File: config.mk
export PLATFORM = sky130hd
export DESIGN_NAME = wdog_timer
export DESIGN_NICKNAME = d
export VERILOG_FILES = /design/src/rtl/wdog_pkg.sv /design/src/rtl/wdog_tick_sync.sv /design/src/rtl/wdog_unlock_fsm.sv /design/src/rtl/wdog_counter.sv /design/src/rtl/wdog_timer.sv
export SDC_FILE = /design/constraint.sdc
export NUM_CORES = 1
export LEC_CHECK = 0
export ABC_CLOCK_PERIOD_IN_PS = 3670
export BUFFER_PORTS_ARGS = -buffer_cell sky130_fd_sc_hd__buf_2
export CAP_MARGIN = 20
export CORE_MARGIN = 1
export CORE_UTILIZATION = 40
export DETAILED_ROUTE_END_ITERATION = 16
export GPL_ROUTABILITY_DRIVEN = 0
export PLACE_DENSITY_LB_ADDON = 0.05
export SYNTH_ARGS = -nofsm -noshare
export SYNTH_HDL_FRONTEND = slang
export SYNTH_SLANG_ARGS = --single-unit
File: constraint.sdc
create_clock -name clk -period 3.67 [get_ports clk]
set_input_delay 0.367 -clock clk [delete_from_list [all_inputs] [get_ports clk]]
set_output_delay 0.367 -clock clk [all_outputs]
set_load 0.005 [all_outputs]
File: src/rtl/wdog_pkg.sv
package wdog_pkg;

    localparam int CTL_W    = 8;
    localparam int PS_W     = 3;
    localparam int CE_POS   = 4;
    localparam int EN_POS   = 3;
    localparam int RESV_W   = CTL_W - CE_POS - 1;

    typedef enum logic [1:0] {
        LVL_0 = 2'd0,
        LVL_1 = 2'd1,
        LVL_2 = 2'd2
    } safety_lvl_e;

    typedef enum logic {
        UNL_LOCKED = 1'b0,
        UNL_OPEN   = 1'b1
    } unl_state_e;

    typedef enum logic [1:0] {
        CT_IDLE  = 2'd0,
        CT_COUNT = 2'd1,
        CT_FIRE  = 2'd2
    } cnt_state_e;

    typedef struct packed {
        logic            arm;
        logic            en_set;
        logic            en_clr;
        logic            ps_load;
        logic [PS_W-1:0] ps_val;
    } ctl_cmd_t;

    // Strap B dominates: it always forces the locked-on level.
    function automatic safety_lvl_e strap_level(input logic sel_a, input logic sel_b);
        if (sel_b)
            return LVL_2;
        else if (sel_a)
            return LVL_0;
        else
            return LVL_1;
    endfunction

endpackage

File: src/rtl/wdog_tick_sync.sv
module wdog_tick_sync #(
    parameter int SYNC_STAGES = 2
) (
    input  logic clk,
    input  logic rst_n,
    input  logic tick_async_i,
    output logic tick_rise_o
);

    logic [SYNC_STAGES-1:0] sync_q;
    logic                   last_q;

    generate
        for (genvar s = 0; s < SYNC_STAGES; s++) begin : g_stage
            if (s == 0) begin : g_first
                always_ff @(posedge clk) begin
                    if (!rst_n)
                        sync_q[0] <= 1'b0;
                    else
                        sync_q[0] <= tick_async_i;
                end
            end else begin : g_next
                always_ff @(posedge clk) begin
                    if (!rst_n)
                        sync_q[s] <= 1'b0;
                    else
                        sync_q[s] <= sync_q[s-1];
                end
            end
        end
    endgenerate

    always_ff @(posedge clk) begin
        if (!rst_n)
            last_q <= 1'b0;
        else
            last_q <= sync_q[SYNC_STAGES-1];
    end

    always_comb tick_rise_o = sync_q[SYNC_STAGES-1] & ~last_q;

endmodule

File: src/rtl/wdog_unlock_fsm.sv
module wdog_unlock_fsm
    import wdog_pkg::*;
#(
    parameter int WIN_CYC = 4
) (
    input  logic clk,
    input  logic rst_n,
    input  logic arm_i,
    output logic open_o
);

    localparam int WIN_W = $clog2(WIN_CYC + 1);

    unl_state_e       state_q, state_d;
    logic [WIN_W-1:0] left_q, left_d;

    always_ff @(posedge clk) begin
        if (!rst_n) begin
            state_q <= UNL_LOCKED;
            left_q  <= '0;
        end else begin
            state_q <= state_d;
            left_q  <= left_d;
        end
    end

    always_comb begin
        state_d = state_q;
        left_d  = left_q;
        unique case (state_q)
            UNL_LOCKED: begin
                if (arm_i) begin
                    state_d = UNL_OPEN;
                    left_d  = WIN_W'(WIN_CYC);
                end
            end
            UNL_OPEN: begin
                if (arm_i) begin
                    left_d = WIN_W'(WIN_CYC);
                end else if (left_q == WIN_W'(1)) begin
                    state_d = UNL_LOCKED;
                    left_d  = '0;
                end else begin
                    left_d = left_q - WIN_W'(1);
                end
            end
            default: begin
                state_d = UNL_LOCKED;
                left_d  = '0;
            end
        endcase
    end

    always_comb open_o = (state_q == UNL_OPEN);

endmodule

File: src/rtl/wdog_counter.sv
module wdog_counter
    import wdog_pkg::*;
#(
    parameter int BASE_EXP = 14
) (
    input  logic            clk,
    input  logic            rst_n,
    input  logic            en_i,
    input  logic            kick_i,
    input  logic            tick_rise_i,
    input  logic [PS_W-1:0] ps_sel_i,
    output logic            req_o
);

    localparam int CNT_W = BASE_EXP + (1 << PS_W) - 1;

    cnt_state_e       state_q, state_d;
    logic [CNT_W-1:0] cnt_q, cnt_d;
    logic [CNT_W-1:0] term_cnt;
    logic [CNT_W-1:0] adv_cnt;
    logic             hit;

    // Shifting out of range yields zero, and minus one then gives the all-ones limit.
    always_comb term_cnt = (CNT_W'(1) << (BASE_EXP + int'(ps_sel_i))) - CNT_W'(1);

    always_comb begin
        hit     = 1'b0;
        adv_cnt = cnt_q;
        if (kick_i) begin
            adv_cnt = '0;
        end else if (tick_rise_i) begin
            if (cnt_q >= term_cnt) begin
                adv_cnt = '0;
                hit     = 1'b1;
            end else begin
                adv_cnt = cnt_q + CNT_W'(1);
            end
        end
    end

    always_ff @(posedge clk) begin
        if (!rst_n) begin
            state_q <= CT_IDLE;
            cnt_q   <= '0;
        end else begin
            state_q <= state_d;
            cnt_q   <= cnt_d;
        end
    end

    always_comb begin
        state_d = state_q;
        cnt_d   = cnt_q;
        unique case (state_q)
            CT_IDLE: begin
                if (en_i) begin
                    state_d = hit ? CT_FIRE : CT_COUNT;
                    cnt_d   = adv_cnt;
                end else begin
                    cnt_d = '0;
                end
            end
            CT_COUNT, CT_FIRE: begin
                if (!en_i) begin
                    state_d = CT_IDLE;
                    cnt_d   = '0;
                end else begin
                    state_d = hit ? CT_FIRE : CT_COUNT;
                    cnt_d   = adv_cnt;
                end
            end
            default: begin
                state_d = CT_IDLE;
                cnt_d   = '0;
            end
        endcase
    end

    always_comb req_o = (state_q == CT_FIRE);

endmodule

File: src/rtl/wdog_timer.sv
module wdog_timer
    import wdog_pkg::*;
#(
    parameter int BASE_EXP    = 14,
    parameter int WIN_CYC     = 4,
    parameter int SYNC_STAGES = 2
) (
    input  logic             clk,
    input  logic             rst_n,
    input  logic             cfg_a_i,
    input  logic             cfg_b_i,
    input  logic             ctl_wr_i,
    input  logic [CTL_W-1:0] ctl_wd_i,
    output logic [CTL_W-1:0] ctl_rd_o,
    input  logic             kick_i,
    input  logic             tick_i,
    output logic             wdt_req_o
);

    safety_lvl_e     lvl_q;
    logic            en_q;
    logic [PS_W-1:0] ps_q;
    logic            win_open;
    logic            en_eff;
    logic            tick_rise;
    ctl_cmd_t        cmd;

    // Write decode: the window state seen here is the one before this write.
    always_comb begin
        cmd.arm     = ctl_wr_i & ctl_wd_i[CE_POS];
        cmd.en_set  = ctl_wr_i & ctl_wd_i[EN_POS] & (lvl_q != LVL_2);
        cmd.en_clr  = ctl_wr_i & ~ctl_wd_i[EN_POS] & win_open & (lvl_q != LVL_2);
        cmd.ps_load = ctl_wr_i & ((lvl_q == LVL_0) | win_open);
        cmd.ps_val  = ctl_wd_i[PS_W-1:0];
    end

    always_ff @(posedge clk) begin
        if (!rst_n) begin
            lvl_q <= strap_level(cfg_a_i, cfg_b_i);
            en_q  <= 1'b0;
            ps_q  <= '0;
        end else begin
            if (cmd.en_set)
                en_q <= 1'b1;
            else if (cmd.en_clr)
                en_q <= 1'b0;
            if (cmd.ps_load)
                ps_q <= cmd.ps_val;
        end
    end

    always_comb en_eff = en_q | (lvl_q == LVL_2);

    wdog_unlock_fsm #(
        .WIN_CYC (WIN_CYC)
    ) u_unlock (
        .clk    (clk),
        .rst_n  (rst_n),
        .arm_i  (cmd.arm),
        .open_o (win_open)
    );

    wdog_tick_sync #(
        .SYNC_STAGES (SYNC_STAGES)
    ) u_sync (
        .clk          (clk),
        .rst_n        (rst_n),
        .tick_async_i (tick_i),
        .tick_rise_o  (tick_rise)
    );

    wdog_counter #(
        .BASE_EXP (BASE_EXP)
    ) u_count (
        .clk         (clk),
        .rst_n       (rst_n),
        .en_i        (en_eff),
        .kick_i      (kick_i),
        .tick_rise_i (tick_rise),
        .ps_sel_i    (ps_q),
        .req_o       (wdt_req_o)
    );

    always_comb ctl_rd_o = {{RESV_W{1'b0}}, win_open, en_eff, ps_q};

endmodule

==> results of run 1 <==
## worst paths after layout
kind	startpoint	to	slack (ns)	cells past startpoint
min reg2reg	u_sync.sync_q[0]	u_sync.sync_q[1]	0.44	1
max reg2reg	ps_q[2]	u_count.cnt_q[10]	0.46	14
min	cfg_b_i	lvl_q[1]	0.28	1
max	ps_q[2]	u_count.cnt_q[10]	0.46	14
## flip-flops by register name, summed over array words and instances (netlist names)
register and count:
en_q 1, u_sync.sync_q 2, lvl_q 2, u_sync.last_q 1, u_unlock.left_q 3, u_unlock.open_o 1, u_count.state_q 2, ps_q 3
u_count.cnt_q 21
## metal layers
layer / global-route usage (%) / part of all wire (%) / up-vias
met5: 0 / 0 / -
met4: 6.226 / 1.6 / 0
met3: 4.286 / 2.8 / 6
met2: 26.70 / 45 / 26
met1: 18.72 / 51 / 799
li1: - / - / 946
## cells by family (layout without fill, tap and decap cells)
| family | after synthesis | count (layout) | synth area share (%) |
|---|---|---|---|
| compound gates | 39 | 39 | 11.01 |
| other cells | 1 | 10 | 0.1666 |
| simple gates | 111 | 111 | 23.62 |
| mux | 4 | 4 | 1.834 |
| fa+ha+maj | 32 | 32 | 17.79 |
| flops | 36 | 36 | 32.91 |
| buf+inv | 20 | 40 | 4.891 |
| xor+xnor | 20 | 20 | 7.782 |
## worst max-delay path, cell delays in order (launching register included)
cell	delay, ns
dfxtp_1	0.40
inv_1	0.11
ha_1	0.37
inv_1	0.08
or3_1	0.32
xor2_1	0.14
nand2b_1	0.07
ha_1	0.28
nand4_1	0.15
nor4_1	0.35
o311ai_1	0.18
o211ai_2	0.17
a21o_1	0.17
buf_4	0.23
nor2_1	0.08
## through the flow
| stage | worst slack [ns] | hold slack, ns |
|---|---|---|
| floorplan | 0.6944 | 0.4118 |
| global placement | 0.4653 | 0.4181 |
| detailed placement | 0.4490 | 0.4275 |
| CTS | 0.4227 | 0.2677 |
| global route | 0.1167 | 0.2640 |
| finish | 0.4635 | 0.2762 |
## power by group through the flow
stage	clock network (mW)	logic, mW	registers [mW]
2_1_floorplan	0	0.0784	0.422
3_3_place_gp	0	0.101	0.422
3_5_place_dp	0	0.101	0.423
4_1_cts	0.324	0.102	0.413
5_1_grt	0.339	0.116	0.415
6_report	0.314	0.100	0.413
## final cells by class
cell class	count	area, um2	share of cell area (%)
sequential	36	740.7	29.45
tap	70	87.58	3.483
multi-input combinational	216	1434	57.02
timing repair buffer	20	107.6	4.279
inverter	12	45.04	1.791
clock buffer	8	100.1	3.980
## synth_stat cells (7+ instances only)
master and n:
o21ai_0 7, xor2_1 12, nand4_1 8, ha_1 32, nand3_1 8, xnor2_1 8, inv_1 11, nand2_1 23
a21oi_1 16, dfxtp_1 34, nor2_1 42
==> summary.txt, run 1 <==
Status
  – Status: finished, final reports clean

Layout
  – Fill count: between 500 and 600
  – Commonest non-fill, non-tap cells in the layout: nor2_1 (42), dfxtp_1 (34), ha_1 (32), nand2_1 (23), buf_2 (17)
  – Share of post-route cells with drive strength above 1: 10.96%
  – Fin util: 47.72%
  – Ant. Diodes: 0
  – Most common cell after layout, fill and taps aside: nor2_1
  – Design Area, Final: 0.002515 mm2
  – Area Growth Syn to Fin: 11.73%
  – Fin cells: 362
  – Final #Nets: between 300 and 400

Die
  – Area of the core: 0.005270 mm2
  – Die W: between 70 and 80 um
  – Rows: 26
  – I/O pin cnt: 24
  – Die area: 0.005931 mm2
  – Starting Density: 42.71%
  – Die Ht: 77.02 um

Power
  – Leak pwr: ~1.1 nW
  – VDD IR max: 0.0002080 V
  – Comb power frac: 12.1%
  – P per Cell Area: around 330 mW/mm2
  – P_int: 619.2 uW
  – Power share of the sequential group: 50.0%
  – Switching share of power: 25.16%
  – Total Power: 827.4 uW
  – Switching power: roughly 210 uW
  – Clock power share: 37.9%

GRT
  – Vias in the first global route: approximately 1700
  – Remaining global-route overflow: 0
  – Largest net degree at the start of global routing: 18
  – GRT Total Usage: 15.73%
  – First-pass GRT wire length: 7.383 mm
  – Initial antenna violation count: 0

Yosys
  – Avg Cell Area, Syn: 8.559 um2
  – Yosys top cell area share: 30.24%
  – Yosys reg bits: 36
  – Post-synth cell types: 40
  – Post-synth EDFFs: 2
  – Async S/R FF share, synth: 0%
  – Cells after Synth: 263
  – Register area share after synthesis: 32.91%
  – Post-synth top area cell: dfxtp_1
  – Synth Warn #: 0
  – Leading post-synthesis cells by cell area: dfxtp_1 (30%), ha_1 (18%), nor2_1 (7.0%)
  – Synthesized cell area: 0.002251 mm2
  – Main flop type after synthesis: dfxtp_1

Setup path
  – Critical Path Fanout Max: 17
  – Kind of critical path: flop to flop
  – Startpoint Class: flop
  – Crit end category: flop
  – WP data arrival: 3.38 ns
  – Required time worst endpoint: 3.85 ns

Timing
  – Fin Setup TNS: 0 ns
  – Period utilization: ~87%
  – Fmax: between 300 and 400 MHz
  – Worst-margin pin slew: 0.5153 ns
  – Final-report hold violation count: 0
  – Min Clock Period, post-route: 3.206 ns
  – Slew margin rel.: ~65%
  – Final setup fails: 0
  – Max Slew Vio Count: 0
  – Layout Skew: 0.003277 ns
  – RSZ-0062 raised after global routing: false

Placement
  – Post-DP HPWL: between 3 and 4 mm
  – Buffers added on ports: 17
  – Placed insts: 354
  – DP Area: 0.002415 mm2

Route
  – Avg WL per Cell: approximately 12 um
  – Initial DRC Count: 81
  – Wirelength, routed: 4.241 mm
  – DR vias: 1777
  – First drt pass iteration count: 4
  – DRC Markers: 0
  – Via density: 4.909
  – Antenna-violating nets left: 0

CTS
  – Root buffer cell: clkbuf_8
  – Htree depth: 2
  – Clk buf depth: 2
  – Clk slew on worst S/H paths: 0.07 ns
  – Clock Latency Late Sink: between 0.2 and 0.3 ns
  – Post-CTS setup buffer count: 0
  – Hold_buf cts: 0
  – Clock buffer count from CTS: 5
  – Clk sinks: 36
  – Post-cts resize count: 0
  – CTS tree: built

Min path
  – Min-Delay Path Class: input port to flop

Flow run
  – Max cap viols: 0
No activity file was read; power rests on OpenSTA's default activity.
==> inputs of run 2 (changes only) <==
- PLACE_DENSITY_LB_ADDON: 0.05 -> not set
==> run 2 against run 1 <==
Net effect:
- combinational power about the same
- design area increased by 0.45%
- non-clock buffer count is the same
- core utilization up 0.21 points
- critical path type unchanged
- critical endpoint is now u_count.cnt_q[16]
- highest routed layer unchanged
==> summary.txt, run 2 (synthesized netlist as in run 1, its figures left out) <==
CTS
  – CTS tree: built
  – Hold_buf cts: 0 (unchanged)
  – Clk sinks: 36 (unchanged)
  – Clk buf depth: 2 (unchanged)
  – Clock buffer count from CTS: 5 (unchanged)
  – Post-cts resize count: 0 (unchanged)
  – Htree depth: 2 (unchanged)
  – Root buffer cell: clkbuf_8
  – Post-CTS setup buffer count: 0 (unchanged)
  – Clock Latency Late Sink: 0.29 ns (about the same)
  – Clk slew on worst S/H paths: 0.08 ns (about the same)

Setup path
  – WP data arrival: 3.30 ns (-0.08 ns)
  – Startpoint Class: flop
  – Slowest CP cell: dfxtp_1
  – Kind of critical path: flop to flop
  – WP buf/inv: 3 (unchanged)
  – Crit end category: flop
  – CP delay by family, top: simple AND/OR/NAND/NOR gates
  – Required time worst endpoint: 3.84 ns (about the same)
  – Crit-path cells: inv_1, ha_1, inv_1, or3_1, xor2_1, nand2b_1, ha_1, nand4_1, nor4_1, o311ai_1, o211ai_2, a21o_1, buf_4, nor2_1
  – Critical Path Fanout Max: 17 (unchanged)
  – Critical path's largest stage delay: 0.40 ns (about the same)

Route
  – DR vias: 1759 (-1.0%)
  – Avg WL per Cell: 11.53 um (-1.6%)
  – Antenna-violating nets left: 0 (unchanged)
  – Initial DRC Count: 80 (-1.2%)
  – Via density: 4.859 (-1.0%)
  – First drt pass iteration count: 4 (unchanged)
  – Wirelength, routed: 4.174 mm (-1.6%)
  – DRC Markers: 0 (unchanged)

GRT
  – Largest net degree at the start of global routing: 18 (unchanged)
  – Remaining global-route overflow: 0 (unchanged)
  – Vias in the first global route: 1680 (-0.53%)
  – First-pass GRT wire length: 7.286 mm (-1.3%)
  – GRT Total Usage: 15.34% (-0.39 points)
  – Initial antenna violation count: 0 (unchanged)

Layout
  – Fin cells: 362 (unchanged)
  – Area occupied by multi-input gates: 0.001434 mm2 (unchanged)
  – Share of post-route cells with drive strength above 1: 11.30% (+0.34 points)
  – Storage element area: 740.7 um2 (unchanged)
  – Commonest non-fill, non-tap cells in the layout: nor2_1 (42), dfxtp_1 (34), ha_1 (32), nand2_1 (23), buf_2 (17)
  – Most flops, register: u_count.cnt_q
  – Most common cell after layout, fill and taps aside: nor2_1
  – Biggest regs: u_count.cnt_q: 21 flops, ps_q: 3 flops, u_unlock.left_q: 3 flops
  – Area Growth Syn to Fin: 12.23%
  – Design Area, Final: 0.002526 mm2 (+0.45%)
  – Final #Nets: 338 (unchanged)
  – Max reg flops: 21 (unchanged)
  – Fill count: 525 (-6.3%)
  – Ant. Diodes: 0 (unchanged)

Placement
  – Post-DP HPWL: 3.146 mm (-4.1%)
  – Buffers added on ports: 17 (unchanged)
  – Placed insts: 354 (unchanged)
  – DP Area: 0.002415 mm2 (unchanged)

Timing
  – Slew margin rel.: 59.79% (-5.5 points)
  – Min Clock Period, post-route: 3.128 ns (-0.07870 ns)
  – Final-report hold violation count: 0 (unchanged)
  – Fmax: 319.7 MHz (+2.5%)
  – Worst-margin pin slew: 0.5969 ns (+0.08161 ns)
  – RSZ-0062 raised after global routing: false
  – Fin Hold WS: 0.2643 ns (-0.01191 ns)
  – Max Slew Vio Count: 0 (unchanged)
  – Final setup fails: 0 (unchanged)
  – Layout Skew: 0.009351 ns (+0.006074 ns)
  – Fin Setup TNS: 0 ns (unchanged)
  – Period utilization: 85.23% (-2.1 points)

Power
  – VDD IR max: 0.0002612 V (+26%)
  – Switching share of power: 24.84% (-0.32 points)
  – Comb power frac: 11.8% (-0.3 points)
  – Power share of the sequential group: 47.9% (-2.1 points)
  – P_int: 648.9 uW (+4.8%)
  – Switching power: 214.5 uW (+3.0%)
  – P per Cell Area: 341.8 mW/mm2 (+3.9%)
  – Total Power: 863.4 uW (+4.4%)
  – Leak pwr: 1.098 nW (+0.24%)
  – Clock power share: 40.4% (+2.5 points)

Die
  – Die Ht: 77.02 um (unchanged)
  – Die area: 0.005931 mm2 (unchanged)
  – Starting Density: 42.71% (unchanged)
  – Area of the core: 0.005270 mm2 (unchanged)
  – I/O pin cnt: 24 (unchanged)
  – Rows: 26 (unchanged)
  – Die W: 77.02 um (unchanged)

Status
  – Status: finished, final reports clean

Flow run
  – Max cap viols: 0 (unchanged)

Min path
  – Min-Delay Path Class: input port to flop
[run 2: per-stage QoR]
stage	utilization, %	setup WS [ns]
after floorplan	-	0.6944
after global placement	45.82	0.5218
after detailed placement	45.82	0.5106
after CTS	47.93	0.4910
after global routing	47.93	0.1838
final	47.93	0.5422
[run 2: worst reg2reg max path, delay by kind of cell (launching register included)]
kind / cells / cell delay [ns]
DFF: 1 / 0.40
buffers and inverters: 3 / 0.41
adders and majority gates: 2 / 0.67
and+or+nand+nor: 5 / 0.92
AOI/OAI and AO/OA: 3 / 0.49
xor gates and xnor gates: 1 / 0.13
[run 2: layout make-up]
cell class                 instances  share of cell area, %
tap                               70                  3.467
clock buffer                       5                  2.724
timing repair buffer              20                  4.260
sequential                        36                  29.32
clock inverter                     3                  1.684
multi-input combinational        216                  56.76
inverter                          12                  1.783
[run 2: worst paths after layout]
check	depth (start not counted)	slack, ns	to	from
min reg2reg	1	0.44	u_sync.sync_q[1]	u_sync.sync_q[0]
max reg2reg	14	0.54	u_count.cnt_q[16]	ps_q[2]
min	1	0.26	lvl_q[1]	cfg_b_i
max	14	0.54	u_count.cnt_q[16]	ps_q[2]
[run 2: metal layers]
metal  part of all wire [%]  GRT usage [%]
met5                      0              0
met3                    3.7          4.286
met4                    1.1          5.094
met2                     45          24.82
met1                     51          19.56
[run 2: power by group through the flow]
stage          clock network, mW  logic (mW)  registers, mW
2_1_floorplan                  0      0.0784          0.422
3_3_place_gp                   0      0.0992          0.422
3_5_place_dp                   0       0.101          0.422
4_1_cts                    0.357       0.103          0.413
5_1_grt                    0.379       0.117          0.415
6_report                   0.349       0.101          0.413
